<file path="config.mk">
export PLATFORM = sky130hd
export DESIGN_NAME = core_pwr_seq
export DESIGN_NICKNAME = d
export VERILOG_FILES = /design/src/rtl/core_pwr_pkg.sv /design/src/rtl/core_pwr_settle.sv /design/src/rtl/core_pwr_dp.sv /design/src/rtl/core_pwr_ctrl.sv /design/src/rtl/core_pwr_seq.sv
export SDC_FILE = /design/constraint.sdc
export NUM_CORES = 1
export LEC_CHECK = 0
export BUFFER_PORTS_ARGS = -buffer_cell sky130_fd_sc_hd__buf_2
export CORE_ASPECT_RATIO = 0.75
export CORE_MARGIN = 2
export CORE_UTILIZATION = 30
export DETAILED_ROUTE_END_ITERATION = 10
export GPL_TIMING_DRIVEN = 1
export PLACE_DENSITY = 0.46
export SYNTH_ARGS = -nofsm -noshare
export SYNTH_HDL_FRONTEND = slang
export SYNTH_SLANG_ARGS = --single-unit
</file>
<file path="constraint.sdc">
create_clock -name clk -period 3.41 [get_ports clk]
set_input_delay 0.5115 -clock clk [delete_from_list [all_inputs] [get_ports clk]]
set_output_delay 0.5115 -clock clk [all_outputs]
set_load 0.01 [all_outputs]
</file>
<file path="src/rtl/core_pwr_pkg.sv">
package core_pwr_pkg;

  typedef enum logic [3:0] {
    ST_IDLE,
    ST_UP_CORE,
    ST_UP_POR,
    ST_UP_MODE,
    ST_UP_SWITCH,
    ST_UP_UNCLAMP,
    ST_UP_POR_REL,
    ST_UP_CORE_REL,
    ST_UP_DBG,
    ST_DN_DBG,
    ST_DN_CLAMP,
    ST_DN_CORE,
    ST_DN_SWITCH
  } stepE;

  typedef enum logic {PH_ACT, PH_WAIT} phaseE;

  // Strobes from the sequencer control to the output datapath.
  typedef struct packed {
    logic coreHold;
    logic coreFree;
    logic porHold;
    logic porFree;
    logic modeWide;
    logic clampOn;
    logic clampOff;
    logic dbgOn;
    logic dbgOff;
    logic swOnRaise;
    logic swOffRaise;
    logic swDrop;
    logic settleLoad;
    logic settleLong;
  } strobeS;

  function automatic stepE stepAfter(input stepE s);
    case (s)
      ST_UP_CORE:     return ST_UP_POR;
      ST_UP_POR:      return ST_UP_MODE;
      ST_UP_MODE:     return ST_UP_SWITCH;
      ST_UP_SWITCH:   return ST_UP_UNCLAMP;
      ST_UP_UNCLAMP:  return ST_UP_POR_REL;
      ST_UP_POR_REL:  return ST_UP_CORE_REL;
      ST_UP_CORE_REL: return ST_UP_DBG;
      ST_DN_DBG:      return ST_DN_CLAMP;
      ST_DN_CLAMP:    return ST_DN_CORE;
      ST_DN_CORE:     return ST_DN_SWITCH;
      default:        return ST_IDLE;
    endcase
  endfunction

  function automatic logic isSwitchStep(input stepE s);
    return (s == ST_UP_SWITCH) || (s == ST_DN_SWITCH);
  endfunction

  function automatic logic hasSettle(input stepE s);
    return !(s == ST_IDLE || s == ST_UP_MODE || isSwitchStep(s));
  endfunction

  // Action of each step, applied in its single act cycle.
  function automatic strobeS actStrobes(input stepE s);
    strobeS st;
    st = '0;
    case (s)
      ST_UP_CORE:     begin st.coreHold = 1'b1;  st.settleLoad = 1'b1; end
      ST_UP_POR:      begin st.porHold = 1'b1;   st.settleLoad = 1'b1; end
      ST_UP_MODE:     st.modeWide = 1'b1;
      ST_UP_SWITCH:   st.swOnRaise = 1'b1;
      ST_UP_UNCLAMP:  begin st.clampOff = 1'b1;  st.settleLoad = 1'b1; st.settleLong = 1'b1; end
      ST_UP_POR_REL:  begin st.porFree = 1'b1;   st.settleLoad = 1'b1; end
      ST_UP_CORE_REL: begin st.coreFree = 1'b1;  st.settleLoad = 1'b1; end
      ST_UP_DBG:      begin st.dbgOn = 1'b1;     st.settleLoad = 1'b1; end
      ST_DN_DBG:      begin st.dbgOff = 1'b1;    st.settleLoad = 1'b1; end
      ST_DN_CLAMP:    begin st.clampOn = 1'b1;   st.settleLoad = 1'b1; st.settleLong = 1'b1; end
      ST_DN_CORE:     begin st.coreHold = 1'b1;  st.settleLoad = 1'b1; end
      ST_DN_SWITCH:   st.swOffRaise = 1'b1;
      default:        st = '0;
    endcase
    return st;
  endfunction

endpackage

</file>
<file path="src/rtl/core_pwr_settle.sv">
module core_pwr_settle #(
  parameter int UNIT_W      = 8,
  parameter int SHORT_UNITS = 10,
  parameter int LONG_UNITS  = 20
) (
  input  logic              clk,
  input  logic              rstN,
  input  logic              load,
  input  logic              longSel,
  input  logic [UNIT_W-1:0] unitLen,
  output logic              idle
);
  localparam int MAX_UNITS = (LONG_UNITS > SHORT_UNITS) ? LONG_UNITS : SHORT_UNITS;
  localparam int CNT_W     = $clog2(MAX_UNITS + 1);

  logic [CNT_W-1:0]  unitsQ;
  logic [UNIT_W-1:0] tickQ;
  logic [UNIT_W-1:0] lenQ;

  always_ff @(posedge clk or negedge rstN) begin
    if (!rstN) begin
      unitsQ <= '0;
      tickQ  <= '0;
      lenQ   <= '0;
    end else if (load) begin
      unitsQ <= longSel ? CNT_W'(LONG_UNITS) : CNT_W'(SHORT_UNITS);
      tickQ  <= unitLen;
      lenQ   <= unitLen;
    end else if (unitsQ != '0) begin
      if (tickQ == '0) begin
        tickQ  <= lenQ;
        unitsQ <= unitsQ - 1'b1;
      end else begin
        tickQ <= tickQ - 1'b1;
      end
    end
  end

  assign idle = (unitsQ == '0);

endmodule

</file>
<file path="src/rtl/core_pwr_dp.sv">
module core_pwr_dp
  import core_pwr_pkg::*;
#(
  parameter int UNIT_W      = 8,
  parameter int SHORT_UNITS = 10,
  parameter int LONG_UNITS  = 20
) (
  input  logic              clk,
  input  logic              rstN,
  input  strobeS            stb,
  input  logic [UNIT_W-1:0] unitLen,
  output logic              settleIdle,
  output logic              swOnReq,
  output logic              swOffReq,
  output logic              coreRstN,
  output logic              porRstN,
  output logic              aa64Sel,
  output logic              clampEn,
  output logic              dbgPwrUp
);
  logic coreQ, porQ, modeQ, clampQ, dbgQ, swOnQ, swOffQ;

  always_ff @(posedge clk or negedge rstN) begin
    if (!rstN) begin
      coreQ  <= 1'b0;
      porQ   <= 1'b0;
      modeQ  <= 1'b0;
      clampQ <= 1'b1;
      dbgQ   <= 1'b0;
      swOnQ  <= 1'b0;
      swOffQ <= 1'b0;
    end else begin
      if (stb.coreHold)      coreQ <= 1'b0;
      else if (stb.coreFree) coreQ <= 1'b1;

      if (stb.porHold)       porQ <= 1'b0;
      else if (stb.porFree)  porQ <= 1'b1;

      if (stb.modeWide)      modeQ <= 1'b1;

      if (stb.clampOn)       clampQ <= 1'b1;
      else if (stb.clampOff) clampQ <= 1'b0;

      if (stb.dbgOn)         dbgQ <= 1'b1;
      else if (stb.dbgOff)   dbgQ <= 1'b0;

      if (stb.swDrop) begin
        swOnQ  <= 1'b0;
        swOffQ <= 1'b0;
      end else begin
        if (stb.swOnRaise)  swOnQ  <= 1'b1;
        if (stb.swOffRaise) swOffQ <= 1'b1;
      end
    end
  end

  core_pwr_settle #(
    .UNIT_W     (UNIT_W),
    .SHORT_UNITS(SHORT_UNITS),
    .LONG_UNITS (LONG_UNITS)
  ) u_settle (
    .clk    (clk),
    .rstN   (rstN),
    .load   (stb.settleLoad),
    .longSel(stb.settleLong),
    .unitLen(unitLen),
    .idle   (settleIdle)
  );

  assign coreRstN = coreQ;
  assign porRstN  = porQ;
  assign aa64Sel  = modeQ;
  assign clampEn  = clampQ;
  assign dbgPwrUp = dbgQ;
  assign swOnReq  = swOnQ;
  assign swOffReq = swOffQ;

endmodule

</file>
<file path="src/rtl/core_pwr_ctrl.sv">
module core_pwr_ctrl
  import core_pwr_pkg::*;
(
  input  logic   clk,
  input  logic   rstN,
  input  logic   upReq,
  input  logic   downReq,
  input  logic   settleIdle,
  input  logic   swDone,
  output strobeS stb,
  output logic   busy,
  output logic   seqDone,
  output logic   powered
);
  stepE  stepQ, stepD;
  phaseE phaseQ, phaseD;
  logic  poweredQ, doneQ, finish, advance;

  always_comb begin
    stb     = '0;
    stepD   = stepQ;
    phaseD  = phaseQ;
    finish  = 1'b0;
    advance = 1'b0;
    if (stepQ == ST_IDLE) begin
      phaseD = PH_ACT;
      if (upReq && !poweredQ)       stepD = ST_UP_CORE;
      else if (downReq && poweredQ) stepD = ST_DN_DBG;
    end else if (phaseQ == PH_ACT) begin
      stb = actStrobes(stepQ);
      if (isSwitchStep(stepQ) || hasSettle(stepQ)) phaseD = PH_WAIT;
      else stepD = stepAfter(stepQ);
    end else begin
      advance    = isSwitchStep(stepQ) ? swDone : settleIdle;
      stb.swDrop = advance && isSwitchStep(stepQ);
      if (advance) begin
        stepD  = stepAfter(stepQ);
        phaseD = PH_ACT;
        finish = (stepAfter(stepQ) == ST_IDLE);
      end
    end
  end

  always_ff @(posedge clk or negedge rstN) begin
    if (!rstN) begin
      stepQ    <= ST_IDLE;
      phaseQ   <= PH_ACT;
      poweredQ <= 1'b0;
      doneQ    <= 1'b0;
    end else begin
      stepQ  <= stepD;
      phaseQ <= phaseD;
      doneQ  <= finish;
      if (finish) poweredQ <= (stepQ == ST_UP_DBG);
    end
  end

  assign busy    = (stepQ != ST_IDLE);
  assign seqDone = doneQ;
  assign powered = poweredQ;

endmodule

</file>
<file path="src/rtl/core_pwr_seq.sv">
module core_pwr_seq
  import core_pwr_pkg::*;
#(
  parameter int UNIT_W      = 8,
  parameter int SHORT_UNITS = 10,
  parameter int LONG_UNITS  = 20
) (
  input  logic              clk,
  input  logic              rstN,
  input  logic              upReq,
  input  logic              downReq,
  input  logic [UNIT_W-1:0] unitLen,
  input  logic              swDone,
  output logic              swOnReq,
  output logic              swOffReq,
  output logic              coreRstN,
  output logic              porRstN,
  output logic              aa64Sel,
  output logic              clampEn,
  output logic              dbgPwrUp,
  output logic              busy,
  output logic              seqDone,
  output logic              powered
);
  strobeS stb;
  logic   settleIdle;

  core_pwr_ctrl u_ctrl (
    .clk       (clk),
    .rstN      (rstN),
    .upReq     (upReq),
    .downReq   (downReq),
    .settleIdle(settleIdle),
    .swDone    (swDone),
    .stb       (stb),
    .busy      (busy),
    .seqDone   (seqDone),
    .powered   (powered)
  );

  core_pwr_dp #(
    .UNIT_W     (UNIT_W),
    .SHORT_UNITS(SHORT_UNITS),
    .LONG_UNITS (LONG_UNITS)
  ) u_dp (
    .clk       (clk),
    .rstN      (rstN),
    .stb       (stb),
    .unitLen   (unitLen),
    .settleIdle(settleIdle),
    .swOnReq   (swOnReq),
    .swOffReq  (swOffReq),
    .coreRstN  (coreRstN),
    .porRstN   (porRstN),
    .aa64Sel   (aa64Sel),
    .clampEn   (clampEn),
    .dbgPwrUp  (dbgPwrUp)
  );

endmodule

</file>
# Word level (Yosys, flattened, before mapping)
# Memories as Yosys holds them, arrays and structs flattened.
# Index checks and enable logic that the tools add are counted.
totals:
  reg_bits: 35
  rom_bits: 192
  input_bits: 13
  output_inout_bits: 10
  elab_cells: 115
  n_memories: 3
classes:
  add_sub_neg: 2
  n_eq_ne: 15
  n_mux: 53
  reduce_logical: 28
memory_table:
  columns: ["name", "depth", "word_bits", "rd", "rd_ports_with_merged_regs", "write_ports", "line_no", "source"]
  rows:
  - ["(no name shown)", 16, 4, 1, 0, 0, "core_pwr_pkg.sv:40", "case (s)"]
  - ["(no name shown)", 16, 4, 1, 0, 0, "core_pwr_pkg.sv:40", null]
  - ["(no name shown)", 16, 4, 1, 0, 0, "core_pwr_pkg.sv:40", null]
ops:
  columns: ["op", "count"]
  rows:
  - ["two-way mux 4 bit", 9]
  - ["two-way mux 1 bit", 34]
  - ["two-way mux 8 bit", 3]
  - ["equality test 4 bit, second input constant", 5]
  - ["two-way mux 5 bit", 4]
  - ["equality test 4 x 3 -> 1 bit, second input constant", 4]
  - ["nonzero test 2 bit", 8]
  - ["two-way mux 14 bit", 1]
  - ["two-way mux 11 bit", 1]
  - ["OR reduction 9 bit", 1]
  - ["equality test 4 x 2 -> 1 bit, second input constant", 2]
  - ["logical NOT 4 bit", 2]
  - ["logical NOT 8 bit", 1]
  - ["subtractor 8 x 1 -> 8 bit, second input constant", 1]
  - ["!= test 3 x 1 -> 1 bit, second input constant", 2]
  - ["logical NOT 5 bit", 1]
  - ["nonzero test 5 bit", 1]
  - ["subtractor 5 x 1 -> 5 bit, second input constant", 1]
  - ["equality test 4 x 1 -> 1 bit, second input constant", 1]
  - ["logical OR 1 bit", 4]
  - ["nonzero test 4 bit", 1]
  - ["OR reduction 2 bit", 2]
  - ["logical AND 1 bit", 3]
  - ["!= test 3 bit, second input constant", 1]
  - ["4 further kinds", 5]

# Longest topological paths before layout
# Gate-level depths: netlist of run 1.
logic_depth:
  word_depth: 10
  depth_mapped: 8
  ltp_nobuf: 6

# By module
# Synthesis of run 1 repeated with hierarchy kept, for this count alone.
unflattened:
  cells_unflattened: 230
  area_unflattened_um2: 2179.6
modules_own_cells:
  columns: ["module", "n_inst", "cells_each", "area_per_inst_um2", "seq_area_each_um2"]
  rows:
  - ["core_pwr_settle", 1, 121, 1233.7, 525.5]
  - ["core_pwr_ctrl", 1, 89, 710.7, 175.2]
  - ["core_pwr_dp", 1, 20, 235.2, 176.4]

# Least setup slack after synthesis of run 1
# No wires, ideal clock.
synth_timing:
  path_type: "reg2reg"
  start: "register u_ctrl.stepQ[0]"
  end: "register u_dp.u_settle.lenQ[3]"
  setup_time_ns: 0.125
  arrival_ns: 2.066
  required_ns: 3.285
  setup_slack_ns: 1.219
  path_stages_with_launch: 9
  n_path_buf: 2
  synth_period_minus_slack_ns: 2.191
  cell_sequence: "dfrtp_1 inv_1 ha_1 buf_2 o21bai_1 a221o_1 nor2_1 buf_2 mux2_2"
synth_between:
  elab_chain_len: 5
  word_cells_on_any_way: 14
  classes_between: "eq/ne (9); mux (3); reduce/logical (2)"
synth_rtl:
  columns: ["element", "line_no", "source"]
  rows:
  - ["start, declared", "core_pwr_ctrl.sv:15", "stepE stepQ, stepD;"]
  - ["start signal, assigned", "core_pwr_ctrl.sv:51", "stepQ <= stepD;"]
  - ["equality test 4 x 2 -> 1 bit (tied with other cells)", "core_pwr_pkg.sv:67", "case (s)"]
  - ["OR reduction 9 bit (no source line)", null, null]
  - ["two-way mux 1 bit", "core_pwr_pkg.sv:67", null]
  - ["two-way mux 2 bit", "core_pwr_ctrl.sv:29", "end else if (phaseQ == PH_ACT) begin"]
  - ["two-way mux 14 bit *", "core_pwr_ctrl.sv:25", "if (stepQ == ST_IDLE) begin"]
  - ["end signal, assigned", "core_pwr_settle.sv:28", "lenQ <= unitLen;"]
  - ["end, declared", "core_pwr_settle.sv:18", "logic [UNIT_W-1:0] lenQ;"]
# Mark *: on every way between the ends. The rest lies on a longest branch, timed or not.
# A chain may end at the register's enable or synchronous reset.

# Final worst setup path of run 1
# Ends and elaborated chain as after synthesis.

==> results of run 1 <==
## registers in the layout, indices dropped and copies added (netlist names), 4 cells and up
register	count
u_ctrl.stepQ	4
u_dp.u_settle.lenQ	8
u_dp.u_settle.tickQ	8
u_dp.u_settle.unitsQ	5
## through the flow
step	setup slack, ps	hold slack (ps)
after CTS	825	360
after global routing	638	382
after global placement	909	471
after detailed placement	817	482
final	810	320
after floorplan	1220	216
## synthesized netlist by cell type, types with 2 or more instances
master / number
o211ai_1: 3
o21ai_0: 16
mux2_1: 2
and3_1: 3
or2_2: 3
o31ai_1: 3
nand2_1: 14
a221o_1: 2
a2bb2oi_1: 2
nor2b_1: 3
mux2_2: 10
a21oi_1: 12
ha_1: 9
nand4_1: 2
nand3_1: 8
inv_1: 12
dfrtp_1: 34
nor3_1: 6
nor2_1: 20
a31oi_1: 4
and2_1: 2
o21ai_1: 3
clkbuf_1: 7
nor3b_1: 4
buf_2: 3
## where the power goes
part           switching [W]  internal, W  total (W)  leakage, nW
registers           0.000219     0.000604   0.000823        0.424
logic               0.000692     0.000557    0.00125        0.602
clock network       0.000151     0.000185   0.000336       0.0515
total                0.00106      0.00135    0.00241         1.08
## final timing paths
kind / start / endpoint / slack [ps]
worst max-delay path: u_ctrl.stepQ[0] / u_dp.u_settle.lenQ[3] / 810
worst min register to register: u_dp.aa64Sel / u_dp.aa64Sel / 500
worst min-delay path: rstN / u_dp.u_settle.tickQ[7] / 320
worst max register to register: u_ctrl.stepQ[0] / u_dp.u_settle.lenQ[3] / 810
max in group asynchronous: rstN / u_dp.u_settle.lenQ[1] / 2580
min in group clk: unitLen[0] / u_dp.u_settle.tickQ[0] / 470
## per-layer routing
metal  vias up  GRT usage  routed length (um)
met5         -          0                   0
met4         0     0.0378                  51
met3         4     0.0283                 199
met2        31      0.201                2190
met1       824      0.230                2900
li1        861          -                   -
## layout make-up
class	count	area [sq um]	share of cell area
clock buffers	8	100	0.0413
inverters	12	45.0	0.0186
multi-input cells	165	1160	0.480
flip-flops and latches	35	877	0.362
well taps	84	105	0.0433
repair buffers	25	133	0.0547
## cell families after synthesis
family | synth area share
simple gates | 0.208
mux | 0.0752
xor+xnor | 0.00823
compound gates | 0.203
fa+ha+maj | 0.0529
flops | 0.412
buf+inv | 0.0406
## cell usage in the layout, fill, tap and decap left out, types with 2 or more instances in the layout
cell,netlist,final
buf_4,0,3
o31ai_1,3,3
nand3_1,8,8
dfrtp_1,34,34
a221o_1,2,2
o21ai_1,3,3
a21oi_1,12,12
a2bb2oi_1,2,2
nor3b_1,4,4
o21ai_0,16,16
clkbuf_8,0,7
and2_1,2,2
and3_1,3,3
mux2_2,10,10
or2_2,3,3
nor2b_1,3,3
ha_1,9,9
o211ai_1,3,3
a31oi_1,4,4
nor3_1,6,6
mux2_1,2,2
buf_2,3,22
inv_1,12,12
nand4_1,2,2
nand2_1,14,14
nor2_1,20,20
==> results.txt, run 1 <==
H-tree levels = 2
Arrival time at the worst endpoint = 2770 ps
Later-pin clock latency in the skew report = 290 ps
Setup TNS = 0 ps
Die Y-Extent = 76.9 um
Vias in the first global route = 1691
Final WL = 5.34 mm
Placed Area = 0.00232 sq mm
Final ANT Viol Nets = 0
Seq cells post-synth = 35
LEAKAGE = 1.08 nW
Detailed Route Iter0 Violations = 79
Gp weighted congestion = 0.797
CP startpoint kind = flip-flop
Fill cell count = 694
CTS Hold Buffers Added = 0
Die footprint = 0.00779 sq mm
Mapped Area = 0.00213 sq mm
Final nets = 266
Post-synth cell types = 60
Chip Width = 101 um
Detail Placement HPWL = 3.90 mm
Avg Inst Size Synth = 9.59 sq um
Final Max Tran Viols = 0
Initial Util = 0.312
Design area = 0.00242 sq mm
Slew headroom = 0.459
Final Setup Violations = 0
Core ar. = 0.00683 sq mm
F_max = 385 MHz
Layout area overhead = 13.9%
Total CTS buffers = 5
GR Util All Layers = 0.146
WP buf/inv = 2
Crit Path Class = flip-flop to flip-flop
Routed len/inst = 16.2 um
Crit path time final = 2600 ps
Reg2Reg Depth = 7
Post-Layout Cell Count = 329
Synth top area share = 0.400
IO buf count = 22
First-pass GRT wire length = 8.95 mm
Setup Fix Bufs, Post-CTS = 0
Status = finished clean
Max incr delay on CP = 420 ps
Post-cts sizing count = 0
VDD IR max = 301 uV
Area leader, netlist = dfrtp_1
Clk slew on worst S/H paths = 80 ps
Routed via count = 1720
Async S/R FF share, synth = 1.00
Initial antenna violation count = 0
Hold/Removal Path Class = primary input to asynchronous set/reset pin
WP depth = 7
Ys Warns = 0
CP delay by family, top = simple AND/OR/NAND/NOR gates
PD cells = 993 mW/mm^2
Fin. Hold Viols = 0
Clock sink total = 35
Final core utilization = 0.355
RSZ-0062 raised after global routing = no
DRC = 0
Post-Syn Nets = 244
Required time worst endpoint = 3580 ps
Cells after synthesis = 222
Placed insts = 321
# diodes = 0
Primary FF master, synth = dfrtp_1
CTS tree = yes
Slowest CP cell = dfrtp_1
Cell mode on critical path = nor2_1
Pwr Total = 0.00241 W
Pre-Repair DR Iteration Count = 4
Gr ovfl total = 0
Register area share after synthesis = 0.412
Worst Clk Skew = 8.99 ps
CP max FO = 11
Final worst-path cycle share = 0.762
Max_cap viols = 0
EDFF count, synth = 0
CP Cell Sequence = inv_1, ha_1, nor2_1, a221o_1, nor2_1, buf_4, mux2_2
Crit end category = flip-flop
Slew of the pin with the lowest slew margin = 810 ps
Share of layout cells above drive strength 1 = 0.233
# rows = 26
Area contributors post-synth = dfrtp_1 40%, ha_1 5.3%, mux2_2 5.3%
IO Pins = 23
Root Buffer = clkbuf_8
Largest net degree at the start of global routing = 36
Vias per cell = 5.23
Clock buffer depth = 2
Note: power is estimated with default switching activity, not from simulation.
==> run 2, diff against run 1 <==
Settings changed: ABC_AREA set to 1.
Clock period 3.41 ns to 2.46 ns, I/O delays scaled along.
==> results.txt, run 2 <==
Chip Width = 104 um
Psw = 0.00196 W
Core ar. = 0.00730 sq mm
Storage cell area = 877 sq um
Sequential share of power = 0.284
GR Util All Layers = 0.143
F_max = 475 MHz
CP startpoint = u_dp.u_settle.tickQ[0]
IO buf count = 22
# diodes = 0
Max incr delay on CP = 390 ps
Vias in the first global route = 1865
Top post-synthesis cells by count = 119 x nand2_1, 37 x nand3_1, 34 x dfrtp_1
Slew of the pin with the lowest slew margin = 831 ps
Clock sink total = 35
Reg2Reg Depth = 9
Clk slew on worst S/H paths = 90 ps
Commonest non-fill, non-tap cell in the layout = nand2_1
Max_cap viols = 0
Largest net degree at the start of global routing = 36
Layout area overhead = 13.7%
Comb pwr share = 0.576
Worst Clk Skew = 16.2 ps
Crit path time final = 2110 ps
Post-synth cell types = 30
RSZ-0062 raised after global routing = no
Biggest regs = u_dp.u_settle.lenQ: 8 flops, u_dp.u_settle.tickQ: 8 flops, u_dp.u_settle.unitsQ: 5 flops
Initial antenna violation count = 0
Setup Fix Bufs, Post-CTS = 0
Gp weighted congestion = 0.895
Slew headroom = 0.446
Mapped Area = 0.00224 sq mm
Pre-Repair DR Iteration Count = 5
Final core utilization = 0.350
FF-to-FF Start = u_dp.u_settle.tickQ[0]
Seq cells post-synth = 35
Multi-input combinational cell area = 0.00120 sq mm
H-tree levels = 2
Total CTS buffers = 5
Detailed Route Iter0 Violations = 107
# rows = 27
Die footprint = 0.00820 sq mm
Vias per cell = 4.50
Synth top area share = 0.379
Routed len/inst = 12.3 um
Reg2reg end = u_dp.u_settle.unitsQ[0]
CP Cell Sequence = inv_1, ha_1, nand2_1, nor2_1, nand2_1, nor2_1, inv_1, nand2_1, o21ai_0
Ys Warns = 0
Gr ovfl total = 0
Post-cts sizing count = 0
Final ANT Viol Nets = 0
CTS Hold Buffers Added = 0
Routed via count = 1940
Switching Share = 0.499
Async S/R FF share, synth = 1.00
EDFF count, synth = 0
Commonest cells after routing, fill and taps aside = 119 x nand2_1, 37 x nand3_1, 34 x dfrtp_1
Final Max Tran Viols = 0
Clock buffer depth = 2
Crit Path Class = flip-flop to flip-flop
Cell with the most instances after synthesis = nand2_1
CP startpoint kind = flip-flop
Crit end category = flip-flop
Initial Util = 0.308
Hold/Removal Path Class = primary input to asynchronous set/reset pin
Final WL = 5.32 mm
CP max FO = 8
Register area share after synthesis = 0.391
Setup TNS = 0 ps
IO Pins = 23
Fill cell count = 811
DRC = 0
Worst Setup EP = u_dp.u_settle.unitsQ[0]
Required time worst endpoint = 2610 ps
LEAKAGE = 1.40 nW
Primary FF master, synth = dfrtp_1
Die Y-Extent = 78.9 um
Area leader, netlist = dfrtp_1
Later-pin clock latency in the skew report = 290 ps
Arrival time at the worst endpoint = 2260 ps
PD cells = 1540 mW/mm^2
Final Setup Violations = 0
Fin. Hold Viols = 0
Clk pwr share = 0.140
First-pass GRT wire length = 9.33 mm
CTS tree = yes
Root Buffer = clkbuf_8
Reg-to-reg slack, setup = 350 ps
Share of layout cells above drive strength 1 = 0.173
VDD IR max = 379 uV
P_int = 0.00197 W
Detail Placement HPWL = 3.96 mm
Final worst-path cycle share = 0.857
Slowest CP cell = dfrtp_1
Avg Inst Size Synth = 7.34 sq um
Status = finished clean
Cells after synthesis = 306
Cell mode on critical path = nand2_1
Final nets = 351
Area contributors post-synth = dfrtp_1 38%, nand2_1 20%, nand3_1 8.2%
Post-Syn Nets = 328
run 2: cell count changes after synthesis, sizes merged, moves of 4 or more:
cell / change
and3: -4
nor3b: -4
mux2: -13
nand2: +113
clkbuf: -7
nor3: -5
inv: +19
nor2: +10
nand3: +30
buf: +4
a21oi: -8
o21ai: -5
run 2: metrics by stage:
stage / worst slack [ps] / hold WS, ps / instances / total power, W / area [sq um]
2_1_floorplan: 779 / 73.4 / 306 / 0.00294 / 2240
3_3_place_gp: 378 / 462 / 423 / 0.00343 / 2430
3_5_place_dp: 384 / 459 / 423 / 0.00341 / 2430
4_1_cts: 359 / 204 / 431 / 0.00398 / 2550
5_1_grt: 127 / 246 / 431 / 0.00440 / 2550
6_report: 353 / 175 / 431 / 0.00394 / 2550
run 2: worst min-delay path by stage:
| stage | startpoint | endpoint | slack [ps] | cells after the start |
|---|---|---|---|---|
| after global placement | u_dp.u_settle.lenQ[5] | u_dp.u_settle.lenQ[5] | 460 | 2 |
| after CTS | rstN | u_dp.swOnReq | 200 | 1 |
| after detailed placement | u_dp.u_settle.lenQ[1] | u_dp.u_settle.lenQ[1] | 460 | 2 |
| after floorplan | rstN | u_ctrl.phaseQ | 70 | 0 |
| after global routing | rstN | u_dp.u_settle.lenQ[3] | 250 | 1 |
| final | rstN | u_dp.u_settle.tickQ[2] | 170 | 1 |
run 2: final cells by class:
class | count | share of cell area
multi-input combinational | 233 | 0.469
sequential | 35 | 0.344
tap | 101 | 0.0495
timing repair buffer | 23 | 0.0461
inverter | 31 | 0.0456
clock buffer | 6 | 0.0324
clock inverter | 2 | 0.0137
run 2: power by group through the flow:
stage	registers [W]	clock network (W)	logic (W)
2_1_floorplan	0.00106	0	0.00188
4_1_cts	0.00111	0.000564	0.00230
3_3_place_gp	0.00113	0	0.00230
6_report	0.00112	0.000551	0.00227
3_5_place_dp	0.00113	0	0.00229
5_1_grt	0.00116	0.000588	0.00265
run 2: cell families (layout without fill, tap and decap cells):
logic type                 count (synthesis)  in the layout  share of synthesized area
adders and majority gates                  9              9                     0.0502
and+or+nand+nor                          199            199                      0.412
xor gates and xnor gates                   3              3                     0.0117
buffers and inverters                     38             62                     0.0764
AOI/OAI and AO/OA                         22             22                     0.0591
DFF                                       35             35                      0.391
run 2: per-layer routing:
layer / track usage / part of all wire / wire length [um] / up-vias
li1: - / - / - / 1011
met1: 0.213 / 0.53 / 2830 / 879
met2: 0.205 / 0.40 / 2110 / 45
met3: 0.0312 / 0.060 / 320 / 5
met4: 0.0405 / 0.0094 / 50 / 0
met5: 0 / 0 / 0 / -
run 2: critical path, delay by kind of cell, from the launching register on:
family / cells / cell delay (ps)
adder cells (fa/ha/maj): 1 / 220
AND/OR/NAND/NOR: 5 / 920
AO/OA/AOI/OAI: 1 / 110
buffers and inverters: 2 / 320
flip-flops: 1 / 390
